<file path="config.mk">
export PLATFORM = sky130hd
export DESIGN_NAME = irqCascLatch
export DESIGN_NICKNAME = d
export VERILOG_FILES = /design/src/rtl/irqCascPkg.sv /design/src/rtl/irqReqBank.sv /design/src/rtl/irqReqDatapath.sv /design/src/rtl/irqCascCtrl.sv /design/src/rtl/irqCascLatch.sv
export SDC_FILE = /design/constraint.sdc
export NUM_CORES = 1
export LEC_CHECK = 0
export BUFFER_PORTS_ARGS = -buffer_cell sky130_fd_sc_hd__buf_2
export CORE_MARGIN = 2
export CORE_UTILIZATION = 45
export DETAILED_ROUTE_END_ITERATION = 10
export GPL_TIMING_DRIVEN = 0
export PLACE_DENSITY = 0.77
export SLEW_MARGIN = 20
export SYNTH_ARGS = -nofsm -noshare
export SYNTH_HDL_FRONTEND = slang
export SYNTH_SLANG_ARGS = --single-unit
</file>
<file path="constraint.sdc">
create_clock -name clk -period 2.2 [get_ports clk]
set_input_delay 0.55 -clock clk [delete_from_list [all_inputs] [get_ports clk]]
set_output_delay 0.55 -clock clk [all_outputs]
set_load 0.02 [all_outputs]
</file>
<file path="src/rtl/irqCascPkg.sv">
package irqCascPkg;
  localparam int CTL_LINES   = 8;
  localparam int NUM_LINES   = 2 * CTL_LINES;
  localparam int PIN_W       = $clog2(CTL_LINES);
  localparam int CASCADE_PIN = 2;
  localparam logic [CTL_LINES-1:0] MASTER_TRIG_MASK = 8'hF8;
  localparam logic [CTL_LINES-1:0] SLAVE_TRIG_MASK  = 8'hDE;

  typedef struct packed {
    logic             ackMasterEn;
    logic [PIN_W-1:0] ackMasterPin;
    logic             ackSlaveEn;
    logic [PIN_W-1:0] ackSlavePin;
    logic             cascadePulse;
  } ctlStrobes_t;
endpackage

</file>
<file path="src/rtl/irqReqBank.sv">
module irqReqBank #(
  parameter int LINES = 8,
  parameter int PIN_W = $clog2(LINES),
  parameter logic [LINES-1:0] TRIG_MASK = '1
) (
  input  logic             clk,
  input  logic             rstN,
  input  logic             ready,
  input  logic [LINES-1:0] lineIn,
  input  logic             trigWrEn,
  input  logic [LINES-1:0] trigWrData,
  input  logic             ackEn,
  input  logic [PIN_W-1:0] ackPin,
  output logic [LINES-1:0] reqOut,
  output logic [LINES-1:0] trigOut
);
  logic [LINES-1:0] trigReg;
  logic [LINES-1:0] prevLine;
  logic [LINES-1:0] reqReg;
  logic [LINES-1:0] reqNext;

  always_ff @(posedge clk) begin
    if (!rstN) begin
      trigReg  <= '0;
      prevLine <= '0;
      reqReg   <= '0;
    end else begin
      if (trigWrEn) trigReg <= trigWrData & TRIG_MASK;
      prevLine <= lineIn;
      reqReg   <= reqNext;
    end
  end

  for (genvar i = 0; i < LINES; i++) begin : g_line
    logic rise, fall, isLevel, ackHit;
    assign rise    = lineIn[i] & ~prevLine[i];
    assign fall    = ~lineIn[i] & prevLine[i];
    assign isLevel = trigReg[i];
    assign ackHit  = ackEn && (ackPin == PIN_W'(i)) && !lineIn[i];
    always_comb begin
      reqNext[i] = reqReg[i];
      if (ready) begin
        if (isLevel) begin
          if (lineIn[i])  reqNext[i] = 1'b1;
          else if (fall)  reqNext[i] = 1'b0;
        end else if (rise) begin
          reqNext[i] = 1'b1;
        end
      end
      if (ackHit) reqNext[i] = 1'b0;
    end
  end

  assign reqOut  = reqReg;
  assign trigOut = trigReg;
endmodule

</file>
<file path="src/rtl/irqReqDatapath.sv">
module irqReqDatapath
  import irqCascPkg::*;
#(
  parameter int SRCS_PER_LINE = 2
) (
  input  logic                               clk,
  input  logic                               rstN,
  input  logic [NUM_LINES*SRCS_PER_LINE-1:0] irqSrc,
  input  logic                               readyMaster,
  input  logic                               readySlave,
  input  logic                               trigWrEn,
  input  logic                               trigWrSel,
  input  logic [CTL_LINES-1:0]               trigWrData,
  input  ctlStrobes_t                        strb,
  output logic [CTL_LINES-1:0]               reqMaster,
  output logic [CTL_LINES-1:0]               reqSlave,
  output logic [CTL_LINES-1:0]               trigMaster,
  output logic [CTL_LINES-1:0]               trigSlave
);
  logic [NUM_LINES-1:0] lineAny;
  logic [CTL_LINES-1:0] masterLine;
  logic [CTL_LINES-1:0] slaveLine;

  for (genvar n = 0; n < NUM_LINES; n++) begin : g_merge
    assign lineAny[n] = |irqSrc[n*SRCS_PER_LINE +: SRCS_PER_LINE];
  end

  assign masterLine = lineAny[CTL_LINES-1:0]
                    | (CTL_LINES'(strb.cascadePulse) << CASCADE_PIN);
  assign slaveLine  = lineAny[NUM_LINES-1:CTL_LINES];

  irqReqBank #(
    .LINES(CTL_LINES), .PIN_W(PIN_W), .TRIG_MASK(MASTER_TRIG_MASK)
  ) masterBank_i (
    .clk(clk), .rstN(rstN), .ready(readyMaster), .lineIn(masterLine),
    .trigWrEn(trigWrEn && !trigWrSel), .trigWrData(trigWrData),
    .ackEn(strb.ackMasterEn), .ackPin(strb.ackMasterPin),
    .reqOut(reqMaster), .trigOut(trigMaster)
  );

  irqReqBank #(
    .LINES(CTL_LINES), .PIN_W(PIN_W), .TRIG_MASK(SLAVE_TRIG_MASK)
  ) slaveBank_i (
    .clk(clk), .rstN(rstN), .ready(readySlave), .lineIn(slaveLine),
    .trigWrEn(trigWrEn && trigWrSel), .trigWrData(trigWrData),
    .ackEn(strb.ackSlaveEn), .ackPin(strb.ackSlavePin),
    .reqOut(reqSlave), .trigOut(trigSlave)
  );
endmodule

</file>
<file path="src/rtl/irqCascCtrl.sv">
module irqCascCtrl
  import irqCascPkg::*;
#(
  parameter int VEC_W  = 8,
  parameter int BASE_W = VEC_W - PIN_W
) (
  input  logic              clk,
  input  logic              rstN,
  input  logic              slaveEligible,
  input  logic              masterEligible,
  input  logic [BASE_W-1:0] slaveBase,
  input  logic              ackValid,
  input  logic [VEC_W-1:0]  ackVector,
  output ctlStrobes_t       strb,
  output logic              masterIntr,
  output logic              slaveRaised
);
  logic masterRaisedReg, slaveRaisedReg, cascReg;
  logic ackIsSlave, slaveFire, masterFire;

  assign ackIsSlave = ackValid && (ackVector[VEC_W-1:PIN_W] == slaveBase);
  assign slaveFire  = !ackIsSlave && !slaveRaisedReg && slaveEligible;
  assign masterFire = !ackValid && !masterRaisedReg && masterEligible;

  always_ff @(posedge clk) begin
    if (!rstN) begin
      masterRaisedReg <= 1'b0;
      slaveRaisedReg  <= 1'b0;
      cascReg         <= 1'b0;
    end else begin
      cascReg <= slaveFire;
      if (ackIsSlave)     slaveRaisedReg <= 1'b0;
      else if (slaveFire) slaveRaisedReg <= 1'b1;
      if (ackValid)        masterRaisedReg <= 1'b0;
      else if (masterFire) masterRaisedReg <= 1'b1;
    end
  end

  always_comb begin
    strb.ackMasterEn  = ackValid;
    strb.ackMasterPin = ackIsSlave ? PIN_W'(CASCADE_PIN) : ackVector[PIN_W-1:0];
    strb.ackSlaveEn   = ackIsSlave;
    strb.ackSlavePin  = ackVector[PIN_W-1:0];
    strb.cascadePulse = cascReg;
  end

  assign masterIntr  = masterRaisedReg;
  assign slaveRaised = slaveRaisedReg;
endmodule

</file>
<file path="src/rtl/irqCascLatch.sv">
module irqCascLatch
  import irqCascPkg::*;
#(
  parameter int SRCS_PER_LINE = 2,
  parameter int VEC_W         = 8,
  parameter int BASE_W        = VEC_W - PIN_W
) (
  input  logic                               clk,
  input  logic                               rstN,
  input  logic [NUM_LINES*SRCS_PER_LINE-1:0] irqSrc,
  input  logic                               readyMaster,
  input  logic                               readySlave,
  input  logic                               trigWrEn,
  input  logic                               trigWrSel,
  input  logic [CTL_LINES-1:0]               trigWrData,
  input  logic                               slaveEligible,
  input  logic                               masterEligible,
  input  logic [BASE_W-1:0]                  slaveBase,
  input  logic                               ackValid,
  input  logic [VEC_W-1:0]                   ackVector,
  output logic [CTL_LINES-1:0]               reqMaster,
  output logic [CTL_LINES-1:0]               reqSlave,
  output logic [CTL_LINES-1:0]               trigMaster,
  output logic [CTL_LINES-1:0]               trigSlave,
  output logic                               masterIntr,
  output logic                               slaveRaised,
  output logic                               cascadePulse
);
  ctlStrobes_t strb;

  irqCascCtrl #(.VEC_W(VEC_W), .BASE_W(BASE_W)) ctrl_i (
    .clk(clk), .rstN(rstN), .slaveEligible(slaveEligible),
    .masterEligible(masterEligible), .slaveBase(slaveBase),
    .ackValid(ackValid), .ackVector(ackVector), .strb(strb),
    .masterIntr(masterIntr), .slaveRaised(slaveRaised)
  );

  irqReqDatapath #(.SRCS_PER_LINE(SRCS_PER_LINE)) dp_i (
    .clk(clk), .rstN(rstN), .irqSrc(irqSrc), .readyMaster(readyMaster),
    .readySlave(readySlave), .trigWrEn(trigWrEn), .trigWrSel(trigWrSel),
    .trigWrData(trigWrData), .strb(strb), .reqMaster(reqMaster),
    .reqSlave(reqSlave), .trigMaster(trigMaster), .trigSlave(trigSlave)
  );

  assign cascadePulse = strb.cascadePulse;
endmodule

</file>
---- Yosys cells after proc, flatten, opt, wreduce, memory -nomap -nowiden ----
Cells that the tools add are included.
storage, ports and cells
  register bits ........................... 46
  input bits .............................. 62
  output and inout port bits .............. 35
operators by class
  equal/unequal tests ..................... 26
  mux-type cells .......................... 50
  bitwise gates (word level) .............. 56
  reductions and logical operators ........ 123
operators by type and width
  cell                                                                     number
  2-bit OR reduction                                                       34
  1-bit 2-to-1 mux                                                         49
  1-bit logical AND                                                        39
  3-bit by 2-bit inequality test with 1-bit output, second input constant  11
  3-bit AND reduction                                                      11
  1-bit inverter                                                           28
  1-bit AND                                                                27
  3-bit equality test, second input constant                               8
  2-bit nonzero test                                                       11
  1-bit logical NOT                                                        21
  3-bit by 2-bit equality test with 1-bit output, second input constant    4
  2-bit AND reduction                                                      5
  8-bit by 3-bit OR with 8-bit output                                      1
  3-bit by 1-bit equality test with 1-bit output, second input constant    2
  3-bit logical NOT                                                        2
  5-bit equality test                                                      1
  3-bit 2-to-1 mux                                                         1

---- Longest topological paths before layout ----
Gate-level depths: netlist of run 1.
  depth after elaboration ................. 7
  depth in mapped cells ................... 5

---- Hierarchy ----
A second synthesis of run 1 with hierarchy kept.
second synthesis, totals
  cells, all modules ...................... 233
  area total of the unflattened synthesis .. 2143.3 µm²
modules (own cells, without submodules)
  module                          times used  cells each  area each (µm²)  seq. area each (µm²)
  irqReqBank (dp_i.slaveBank_i)   1           97          910.9            440.4
  irqReqBank (dp_i.masterBank_i)  1           92          884.6            420.4
  irqCascCtrl                     1           26          235.2            60.1
  irqReqDatapath                  1           18          112.6            0.0

---- Worst setup path after synthesis of run 1 ----
Ideal clock, no wire load.
  path type ............................... input to register
  from .................................... input port slaveBase[0]
  to ...................................... register dp_i.slaveBank_i.reqReg[1] (netlist: dp_i.slaveBank_i.reqOut[1])
  arrival time ............................ 1.283 ns
  path slack .............................. 0.778 ns
  stages .................................. 5
  buffers on the path ..................... 1
  cells stage by stage .................... xor2_1 > nor3_2 > and3_4 > buf_6 > a41oi_1
on the way
  cells in the longest elaborated chain, start to end .. 5
ends and longest elaborated chain
  element                              RTL line            text
  from (decl)                          irqCascLatch.sv:18  input logic [BASE_W-1:0] slaveBase,
  5-bit equality test                  irqCascCtrl.sv:21   assign ackIsSlave = ackValid && (ackVector[VEC_W-1:PIN_W] == slaveBase);
  1-bit logical AND                    irqCascCtrl.sv:21
  1-bit logical AND (2 in a row)       irqReqBank.sv:39    assign ackHit = ackEn && (ackPin == PIN_W'(i)) && !lineIn[i];
  2-bit OR reduction (no source line)  n/a
  to (signal assigned)                 irqReqBank.sv:30    reqReg <= reqNext;
  to (decl)                            irqReqBank.sv:19    logic [LINES-1:0] reqReg;
No other way between the ends.
A chain may end at the register's enable or synchronous reset.

---- Final worst setup path of run 1 ----
  from .................................... register dp_i.slaveBank_i.trigReg[4] (netlist: dp_i.slaveBank_i.trigOut[4])
  to ...................................... output port trigSlave[4]
RTL lines
  element                 RTL line            text
  from (decl)             irqReqBank.sv:17    logic [LINES-1:0] trigReg;
  from (signal assigned)  irqReqBank.sv:28    if (trigWrEn) trigReg <= trigWrData & TRIG_MASK;
  to (decl)               irqCascLatch.sv:24  output logic [CTL_LINES-1:0] trigSlave,
No word-level cell between the ends.

==> run_results.csv, run 1 <==
group,metric,value,unit
die,die_w,71.6,µm
synthesis,synth-seq-cells,46,
cells_and_area,syn2layout_area_growth,30.3,%
sta,finalSetupViolCount,0,
cells_and_area,n_antenna_cell,0,
routing,drt_iter0_drc,123,
worst_setup_path,critPathTopFamily,"flip-flops",
worst_setup_path,cp-end-kind,"primary output",
worst_setup_path,crit_fanout,4,
worst_setup_path,rr_startpoint,"dp_i.slaveBank_i.trigOut[4]",
sta,finalSetupTns,0,ns
clock_network,clkSinkCount,46,
synthesis,synth_top_area_share,44.8,%
clock_network,cts_buffers,5,
synthesis,synth_area_leader_cell,"dfxtp_1",
synthesis,netlist_area,0.00205,mm²
worst_setup_path,crit_chain,"buf_2",
synthesis,synthDistinctLibCells,35,
cells_and_area,drive_gt1_share,32.6,%
sta,holdWs,0.472,ns
die,die_h,71.6,µm
routing,detail-route-antenna-nets,0,
global_route,grt.overflow.total,0,
place,hpwl,3.96,mm
die,io-pin-count,97,
die,dieArea,0.00512,mm²
pwr,p_per_area,702,mW/mm²
global_route,grt_pass1_wl,8.51,mm
status,outcome,"completed",
routing,drcViolationCount,0,
synthesis,synth_edf_count,0,
worst_setup_path,cp_slowest_cell,"dfxtp_1",
worst_setup_path,critPathLaunchType,"flip-flop",
die,rows,24,
global_route,grt_use_total,21.6,%
clock_network,cts_htree_levels,2,
place,io_buffers,87,
clock_network,ctsRootBufferMaster,"clkbuf_8",
worst_setup_path,max_stage_delay,0.41,ns
cells_and_area,nFillCells,378,
synthesis,syn_inst,232,
routing,viasPerCell,5.20,
sta,min_period,1.45,ns
place,gp_congestion,0.791,
routing,vias,1993,
pwr,leakagePower,1.26,nW
min_path,hold_path.class,"primary input to flip-flop",
clock_network,clk_path_buf_depth,2,
synthesis,ys_top_cells_by_count,"dfxtp_1, nor2b_1, nor2_1, a31oi_1",
sta,hold_viol,0,
min_path,min_from,"ackValid",
synthesis,postSynthAreaPerCell,8.86,µm²
sta,timing.fmax,689,MHz
routing,first_pass_iters,5,
cells_and_area,nets,392,
clock_network,post-cts-setup-buffers,0,
worst_setup_path,crit_arrival,0.90,ns
clock_network,clk_latency,0.30,ns
worst_setup_path,critPathKind,"flip-flop to primary output",
clock_network,cts_tree,"built",
synthesis,synth_warnings,0,
clock_network,cts_hold_buf,0,
synthesis,synth.area.top_cells,"dfxtp_1, nor2b_1, nor2_1",
die,initial_core_util,46.9,%
synthesis,yosysMostFrequentCell,"dfxtp_1",
run,maxCapViolCount,0,
synthesis,async_reset_ff_share,0,%
die,core_area,0.00438,mm²
pwr,p_total,0.00188,W
worst_setup_path,worst-path-buf-inv,1,
sta,rsz0062_at_grt,"false",
worst_setup_path,required,1.65,ns
worst_setup_path,cp-startpoint,"dp_i.slaveBank_i.trigOut[4]",
global_route,grt_pass1_vias,1838,
sta,drv_slew,0,
global_route,antenna_found_initial,0,
clock_network,cts_resized,0,
clock_network,clkTransAtPathRegs,0.09,ns
routing,wire_per_inst,13.8,µm
sta,fin_crit_sh,66.0,%
synthesis,synthFlopType,"dfxtp_1",
sta,finalClockSkew,0.00869,ns
synthesis,seq_area_frac_synth,44.8,%
pwr,peakVddDrop,0.359,mV
global_route,grt_max_degree,14,
cells_and_area,final_util,61.0,%
routing,wirelength,5.29,mm
cells by family (layout without fill, tap and decap cells):
family | after synthesis | count (layout) | synth area share [%]
muxes | 5 | 5 | 2.44
DFF | 46 | 46 | 44.8
other | 1 | 5 | 0.183
AOI/OAI and AO/OA | 55 | 55 | 19.5
xor gates and xnor gates | 5 | 5 | 2.13
buffers and inverters | 28 | 123 | 6.76
and+or+nand+nor | 92 | 92 | 24.2
cells in the final DEF (no fill, tap or decap), types with 2 or more instances in the layout:
cell / count
clkbuf_1: 8
mux2i_1: 5
a41oi_1: 11
o221ai_1: 11
a21boi_0: 6
inv_1: 10
clkbuf_2: 2
buf_4: 5
dfxtp_1: 46
o21a_1: 2
nor2_1: 28
xor2_1: 3
clkbuf_8: 5
o21ai_0: 6
a21oi_1: 4
xnor2_1: 2
nand3_1: 7
conb_1: 5
buf_2: 91
a31oi_1: 13
and2_1: 2
nand2_1: 7
nor3b_1: 5
nor2b_1: 34
layout make-up:
cell class / instances / area (µm²) / share of cell area, %
buffer: 18 / 101 / 3.79
clock buffer: 7 / 76.3 / 2.85
clock inverter: 1 / 30.0 / 1.12
inverter: 10 / 37.5 / 1.40
multi-input combinational: 162 / 1010 / 37.7
sequential: 46 / 921 / 34.4
tap: 52 / 65.1 / 2.43
timing repair buffer: 87 / 435 / 16.3
sequential cells by signal (all words and copies together) (netlist names):
register and flops:
ctrl_i.cascReg 1, ctrl_i.masterIntr 1, ctrl_i.slaveRaised 1, dp_i.masterBank_i.prevLine 8, dp_i.masterBank_i.reqOut 8, dp_i.masterBank_i.trigOut 5
dp_i.slaveBank_i.prevLine 8, dp_i.slaveBank_i.reqOut 8, dp_i.slaveBank_i.trigOut 6
layer usage:
metal,up-vias,track usage [%],routed length (µm)
li1,1006,-,-
met1,905,27.0,2350
met2,73,36.4,2450
met3,9,5.63,399
met4,0,6.92,85
met5,-,0,0
report_power, final:
part / leakage (nW) / internal (W) / total [W] / switching (W)
sequential: 0.382 / 0.000888 / 0.000920 / 0.0000320
combinational: 0.821 / 0.000148 / 0.000338 / 0.000190
clock: 0.0524 / 0.000340 / 0.000622 / 0.000282
path summary, 6_finish.rpt:
kind | to | slack (ns) | depth (start not counted)
worst min register to register | dp_i.slaveBank_i.trigOut[3] | 0.50 | 2
worst max register to register | dp_i.slaveBank_i.reqOut[4] | 1.20 | 4
worst min-delay path | ctrl_i.masterIntr | 0.47 | 2
worst max-delay path | trigSlave[4] | 0.75 | 1
metrics by stage:
stage               std cells  worst slack (ns)  cell area (µm²)
finish                    383             0.748             2680
global route              383             0.713             2680
CTS                       383             0.747             2680
detailed placement        375             0.552             2570
global placement          375             0.544             2570
floorplan                 236             0.778             2070
Note: power is estimated with default switching activity, not from simulation.
==> run 2: changes to the inputs <==
--- a/config.mk
+++ b/config.mk
@@ -5,12 +5,13 @@
 export SDC_FILE = /design/constraint.sdc
 export NUM_CORES = 1
 export LEC_CHECK = 0
+export ABC_AREA = 1
 export BUFFER_PORTS_ARGS = -buffer_cell sky130_fd_sc_hd__buf_2
 export CORE_MARGIN = 2
-export CORE_UTILIZATION = 45
+export CORE_UTILIZATION = 42
 export DETAILED_ROUTE_END_ITERATION = 10
 export GPL_TIMING_DRIVEN = 0
-export PLACE_DENSITY = 0.77
+export PLACE_DENSITY = 0.75
 export SLEW_MARGIN = 20
 export SYNTH_ARGS = -nofsm -noshare
 export SYNTH_HDL_FRONTEND = slang
==> constraint.sdc (replaced) <==
create_clock -name clk -period 1.2 [get_ports clk]
set_input_delay 0.3 -clock clk [delete_from_list [all_inputs] [get_ports clk]]
set_output_delay 0.3 -clock clk [all_outputs]
set_load 0.02 [all_outputs]
==> run_results.csv, run 2 <==
group,metric,value,unit
synthesis,postSynthAreaPerCell,7.05,µm²
synthesis,synth_edf_count,0,
worst_setup_path,r2r-end,"dp_i.slaveBank_i.reqOut[3]",
pwr,p_per_area,1200,mW/mm²
clock_network,cts_resized,0,
status,outcome,"completed",
cells_and_area,nets,465,
worst_setup_path,crit_fanout,3,
sta,finalClockSkew,0.000883,ns
cells_and_area,drive_gt1_share,32.7,%
clock_network,ctsRootBufferMaster,"clkbuf_8",
global_route,grt_use_total,20.5,%
worst_setup_path,max_stage_delay,0.38,ns
min_path,hold_depth,3,
worst_setup_path,worst-path-buf-inv,1,
clock_network,cts_htree_levels,2,
place,preCtsSetupSlack,-0.124,ns
worst_setup_path,crit_chain,"buf_2",
place,dpl.cell_count,466,
die,die_w,75.5,µm
routing,first_pass_iters,5,
synthesis,yosysMostFrequentCell,"nor2_1",
cells_and_area,layout.cells.non_filler,474,
routing,vias,2218,
routing,wire_per_inst,12.0,µm
synthesis,synth.area.top_cells,"dfxtp_1, nor2_1, nand2_1",
worst_setup_path,critPathTopFamily,"flip-flops",
min_path,hold_path.class,"primary input to flip-flop",
worst_setup_path,critPathLaunchType,"flip-flop",
die,io-pin-count,97,
worst_setup_path,r2r_setup_slack,0.32,ns
clock_network,cts_buffers,5,
worst_setup_path,critPathKind,"flip-flop to primary output",
sta,fin_crit_sh,96.6,%
die,rows,26,
routing,wirelength,5.67,mm
min_path,min_from,"slaveEligible",
synthesis,synth_area_leader_cell,"dfxtp_1",
global_route,grt.overflow.total,0,
clock_network,cts_hold_buf,0,
pwr,peakVddDrop,0.508,mV
worst_setup_path,rr_startpoint,"dp_i.slaveBank_i.trigOut[3]",
run,maxCapViolCount,0,
die,die_h,75.5,µm
synthesis,synth_warnings,0,
synthesis,synth-seq-cells,46,
sta,hold_viol,0,
die,initial_core_util,42.8,%
sta,min_period,1.16,ns
routing,viasPerCell,4.68,
global_route,grt_max_degree,14,
place,gp_congestion,0.830,
pwr,leakagePower,1.46,nW
sta,rsz0062_at_grt,"false",
global_route,antenna_found_initial,0,
global_route,grt_pass1_wl,8.82,mm
synthesis,ys_top_cells_by_count,"nor2_1, dfxtp_1, nand2_1, inv_1, nand3_1",
cells_and_area,layout_commonest_cell,"buf_2",
die,core_area,0.00501,mm²
sta,drv_slew,0,
min_path,hold_end,"ctrl_i.slaveRaised",
clock_network,clkSinkCount,46,
worst_setup_path,required,0.90,ns
die,dieArea,0.00569,mm²
routing,detail-route-antenna-nets,0,
worst_setup_path,crit_arrival,0.86,ns
synthesis,synthFlopType,"dfxtp_1",
sta,timing.fmax,863,MHz
place,hpwl,4.35,mm
sta,finalSetupViolCount,0,
clock_network,clkTransAtPathRegs,0.08,ns
synthesis,seq_area_frac_synth,42.9,%
cells_and_area,final_util,55.5,%
synthesis,netlist_area,0.00214,mm²
clock_network,cts_tree,"built",
worst_setup_path,ff2ff_path_depth,5,
synthesis,synthDistinctLibCells,31,
sta,finalWorstSetupSlack,0.0413,ns
routing,drcViolationCount,0,
worst_setup_path,cp-end-kind,"primary output",
global_route,grt_pass1_vias,1974,
clock_network,clk_path_buf_depth,2,
cells_and_area,final_cell_mix,"buf_2, nor2_1, nand2_1, inv_1, dfxtp_1",
place,io_buffers,88,
routing,drt_iter0_drc,107,
cells_and_area,syn2layout_area_growth,29.8,%
synthesis,async_reset_ff_share,0,%
clock_network,post-cts-setup-buffers,0,
clock_network,clk_latency,0.29,ns
synthesis,syn_inst,304,
synthesis,synth_top_area_share,42.9,%
worst_setup_path,cp_slowest_cell,"dfxtp_1",
cells_and_area,n_antenna_cell,0,
==> run 2: cell count changes in the layout (fill, tap and decap cells not counted), moves of 11 or more <==
| cell | before | now |
|---|---|---|
| a31oi_1 | 13 | 0 |
| a41oi_1 | 11 | 0 |
| inv_1 | 10 | 44 |
| nand2_1 | 7 | 45 |
| nand3_1 | 7 | 22 |
| nor2_1 | 28 | 53 |
| nor2b_1 | 34 | 0 |
| nor3_1 | 1 | 12 |
| o221ai_1 | 11 | 0 |
==> run 2: how the worst max path moves through the flow <==
stage,start,depth (start not counted),slack [ns],to
after floorplan,ackVector[7],8,0.12,dp_i.slaveBank_i.reqOut[6]
after global routing,rstN,4,0.002,dp_i.slaveBank_i.trigOut[6]
final,dp_i.masterBank_i.trigOut[4],1,0.04,trigMaster[4]
after detailed placement,rstN,4,-0.12,dp_i.slaveBank_i.trigOut[6]
after CTS,dp_i.masterBank_i.trigOut[6],1,0.01,trigMaster[6]
after global placement,rstN,4,-0.09,dp_i.slaveBank_i.trigOut[6]
==> run 2: metal layers <==
layer / up-vias / routed length (µm) / global-route usage [%] / share of wire, %
met5: - / 0 / 0 / 0
met4: 0 / 56 / 5.65 / 0.99
met3: 6 / 438 / 5.03 / 7.7
met2: 90 / 2690 / 34.7 / 47
met1: 972 / 2490 / 26.0 / 44
li1: 1150 / - / - / -
==> run 2: kinds of logic (layout without fill, tap and decap cells) <==
family	after synthesis	after routing	synth area share, %
AOI/OAI and AO/OA	43	43	12.6
buffers and inverters	61	157	12.3
DFF	46	46	42.9
other	1	5	0.175
and+or+nand+nor	153	153	32.0
==> run 2: cell type report <==
cell class	count	area, µm²
Fill cell	536	2230
Multi-Input combinational cell	201	975
Sequential cell	46	925
Timing Repair Buffer	88	440
Inverter	48	180
Tap cell	70	87.6
Clock buffer	7	86.3
Buffer	13	83.8
Clock inverter	1	5.00
==> run 2: through the flow <==
step	cell area (µm²)	hold WS (ns)	power, W	setup TNS, ns
after global routing	2780	0.254	0.00351	0
after CTS	2780	0.247	0.00334	0
after detailed placement	2690	0.451	0.00240	-1.56
after floorplan	2160	0.377	0.00213	0
after global placement	2690	0.451	0.00238	-0.978
final	2780	0.246	0.00333	0
==> run 2: where the power goes <==
| part | total, W | leakage [nW] | internal, W | switching, W |
|---|---|---|---|---|
| combinational | 0.000657 | 1.03 | 0.000257 | 0.000401 |
| clock | 0.000972 | 0.0482 | 0.000465 | 0.000506 |
| sequential | 0.00170 | 0.384 | 0.00164 | 0.0000622 |
| total | 0.00333 | 1.46 | 0.00236 | 0.000970 |
==> run 3: changes to the inputs <==
--- a/config.mk
+++ b/config.mk
@@ -6,12 +6,11 @@
 export NUM_CORES = 1
 export LEC_CHECK = 0
 export ABC_AREA = 1
-export BUFFER_PORTS_ARGS = -buffer_cell sky130_fd_sc_hd__buf_2
-export CORE_MARGIN = 2
-export CORE_UTILIZATION = 42
+export CORE_UTILIZATION = 45
 export DETAILED_ROUTE_END_ITERATION = 10
+export DONT_BUFFER_PORTS = 1
 export GPL_TIMING_DRIVEN = 0
-export PLACE_DENSITY = 0.75
+export PLACE_DENSITY = 0.61
 export SLEW_MARGIN = 20
 export SYNTH_ARGS = -nofsm -noshare
 export SYNTH_HDL_FRONTEND = slang
==> constraint.sdc (replaced) <==
create_clock -name clk -period 1 [get_ports clk]
set_input_delay 0.25 -clock clk [delete_from_list [all_inputs] [get_ports clk]]
set_output_delay 0.25 -clock clk [all_outputs]
set_load 0.02 [all_outputs]
==> run_results.csv, run 3 (synthesized netlist as in run 2, its figures left out) <==
group,metric,value,unit
global_route,grt.overflow.total,0,
sta,finalSetupViolCount,0,
sta,fin_crit_sh,96.4,%
status,outcome,"finished with violations",
routing,first_pass_iters,8,
clock_network,post-cts-setup-buffers,0,
worst_setup_path,r2r_setup_slack,0.07,ns
routing,drt_iter0_drc,72,
worst_setup_path,crit_fanout,4,
sta,min_period,0.964,ns
worst_setup_path,ff2ff_path_depth,6,
cells_and_area,drive_gt1_share,23.8,%
clock_network,cts_hold_buf,0,
place,preCtsSetupSlack,-0.246,ns
die,rows,24,
die,core_area,0.00447,mm²
global_route,gr-usage-met3,5.56,%
global_route,met2_usage,34.9,%
clock_network,clkSinkCount,46,
routing,drcViolationCount,6,
global_route,antenna_found_initial,0,
place,hpwl,3.88,mm
die,initial_core_util,47.9,%
die,dieArea,0.00505,mm²
min_path,min_from,"ackValid",
global_route,grt_max_degree,14,
worst_setup_path,rr_startpoint,"ctrl_i.cascReg",
pwr,p_per_area,1690,mW/mm²
cells_and_area,syn2layout_area_growth,11.9,%
place,gp_congestion,0.793,
routing,wirelength,5.25,mm
clock_network,cts_tree,"built",
run,maxCapViolCount,0,
clock_network,ctsRootBufferMaster,"clkbuf_8",
routing,vias,1876,
clock_network,clkTransAtPathRegs,0.08,ns
global_route,grt_pass1_wl,8.41,mm
global_route,grt.busiest_layer,"met2",
cells_and_area,nets,377,
sta,hold_viol,0,
sta,finalSetupTns,0,ns
worst_setup_path,required,0.75,ns
sta,rsz0062_at_grt,"false",
global_route,grt_pass1_vias,1753,
pwr,leakagePower,1.11,nW
die,die_h,71.0,µm
global_route,use_met1,29.0,%
sta,finalWorstSetupSlack,0.0356,ns
status,violations,"DRC",
clock_network,cts_buffers,5,
global_route,grt_use_total,21.8,%
pwr,peakVddDrop,0.806,mV
routing,viasPerCell,5.11,
worst_setup_path,critPathKind,"flip-flop to primary output",
worst_setup_path,critPathLaunchType,"flip-flop",
cells_and_area,nFillCells,460,
worst_setup_path,r2r-end,"dp_i.masterBank_i.reqOut[2]",
die,die_w,71.0,µm
die,io-pin-count,97,
place,io_buffers,0,
cells_and_area,final_util,53.6,%
sta,finalClockSkew,0.00925,ns
clock_network,clk_path_buf_depth,2,
worst_setup_path,cp-end-kind,"primary output",
worst_setup_path,cp-startpoint,"dp_i.masterBank_i.trigOut[3]",
sta,drv_slew,0,
cells_and_area,final_cell_mix,"nor2_1, inv_1, nand2_1, dfxtp_2, nand3_1",
min_path,hold_path.class,"primary input to flip-flop",
cells_and_area,layout_commonest_cell,"nor2_1",
routing,detail-route-antenna-nets,0,
worst_setup_path,endpoint,"trigMaster[3]",
worst_setup_path,crit_arrival,0.71,ns
routing,wire_per_inst,14.3,µm
cells_and_area,n_antenna_cell,0,
sta,timing.fmax,1040,MHz
clock_network,clk_latency,0.29,ns
worst_setup_path,worstSetupPathDepth,0,
clock_network,cts_htree_levels,2,
==> run 3: cell types whose count changed in the layout (fill, tap and decap cells not counted), moves of 2 or more <==
cell,before,now
buf_2,92,4
clkbuf_1,3,1
dfxtp_1,43,16
dfxtp_2,3,26
dfxtp_4,0,4
==> run 3: metrics by stage <==
| step | power (W) | instances | hold WS (ns) | cell area (µm²) |
|---|---|---|---|---|
| 3_3_place_gp | 0.00267 | 360 | 0.331 | 2230 |
| 5_1_grt | 0.00424 | 367 | 0.0106 | 2400 |
| 4_1_cts | 0.00406 | 367 | 0.0265 | 2370 |
| 2_1_floorplan | 0.00256 | 308 | 0.327 | 2170 |
| 6_report | 0.00406 | 367 | 0.0209 | 2400 |
| 3_5_place_dp | 0.00267 | 360 | 0.331 | 2230 |
==> run 3: how the worst min path moves through the flow <==
stage                             end  depth (start not counted)
floorplan           ctrl_i.masterIntr                          1
global placement    ctrl_i.masterIntr                          1
detailed placement  ctrl_i.masterIntr                          1
CTS                 ctrl_i.masterIntr                          1
global route        ctrl_i.masterIntr                          1
finish              ctrl_i.masterIntr                          1
==> run 3: routing by layer <==
layer	vias up	part of all wire [%]
met4	0	1.7
met3	9	7.3
met2	75	45
met5	-	0
met1	821	46
li1	971	-
==> run 3: what timing repair did <==
| action | in CTS | in global routing |
|---|---|---|
| pin swaps | 0 | 1 |
| endpoints found under the setup margin | 23 | 23 |
| gates resized for setup | 20 | 18 |
==> run 3: power breakdown <==
group | leakage, nW | switching [W] | internal (W) | total [W]
combinational | 0.661 | 0.000289 | 0.000174 | 0.000462
clock | 0.0573 | 0.000608 | 0.000800 | 0.00141
sequential | 0.394 | 0.000203 | 0.00199 | 0.00219
total | 1.11 | 0.00110 | 0.00296 | 0.00406
==> run 3: final cells by class <==
type	count	area, µm²	share of cell area [%]
clock inverters	1	30.0	1.25
plain buffers	13	88.8	3.70
inverters	48	180	7.51
clock buffers	6	82.6	3.44
well taps	52	65.1	2.71
multi-input cells	201	985	41.0
flip-flops and latches	46	968	40.4
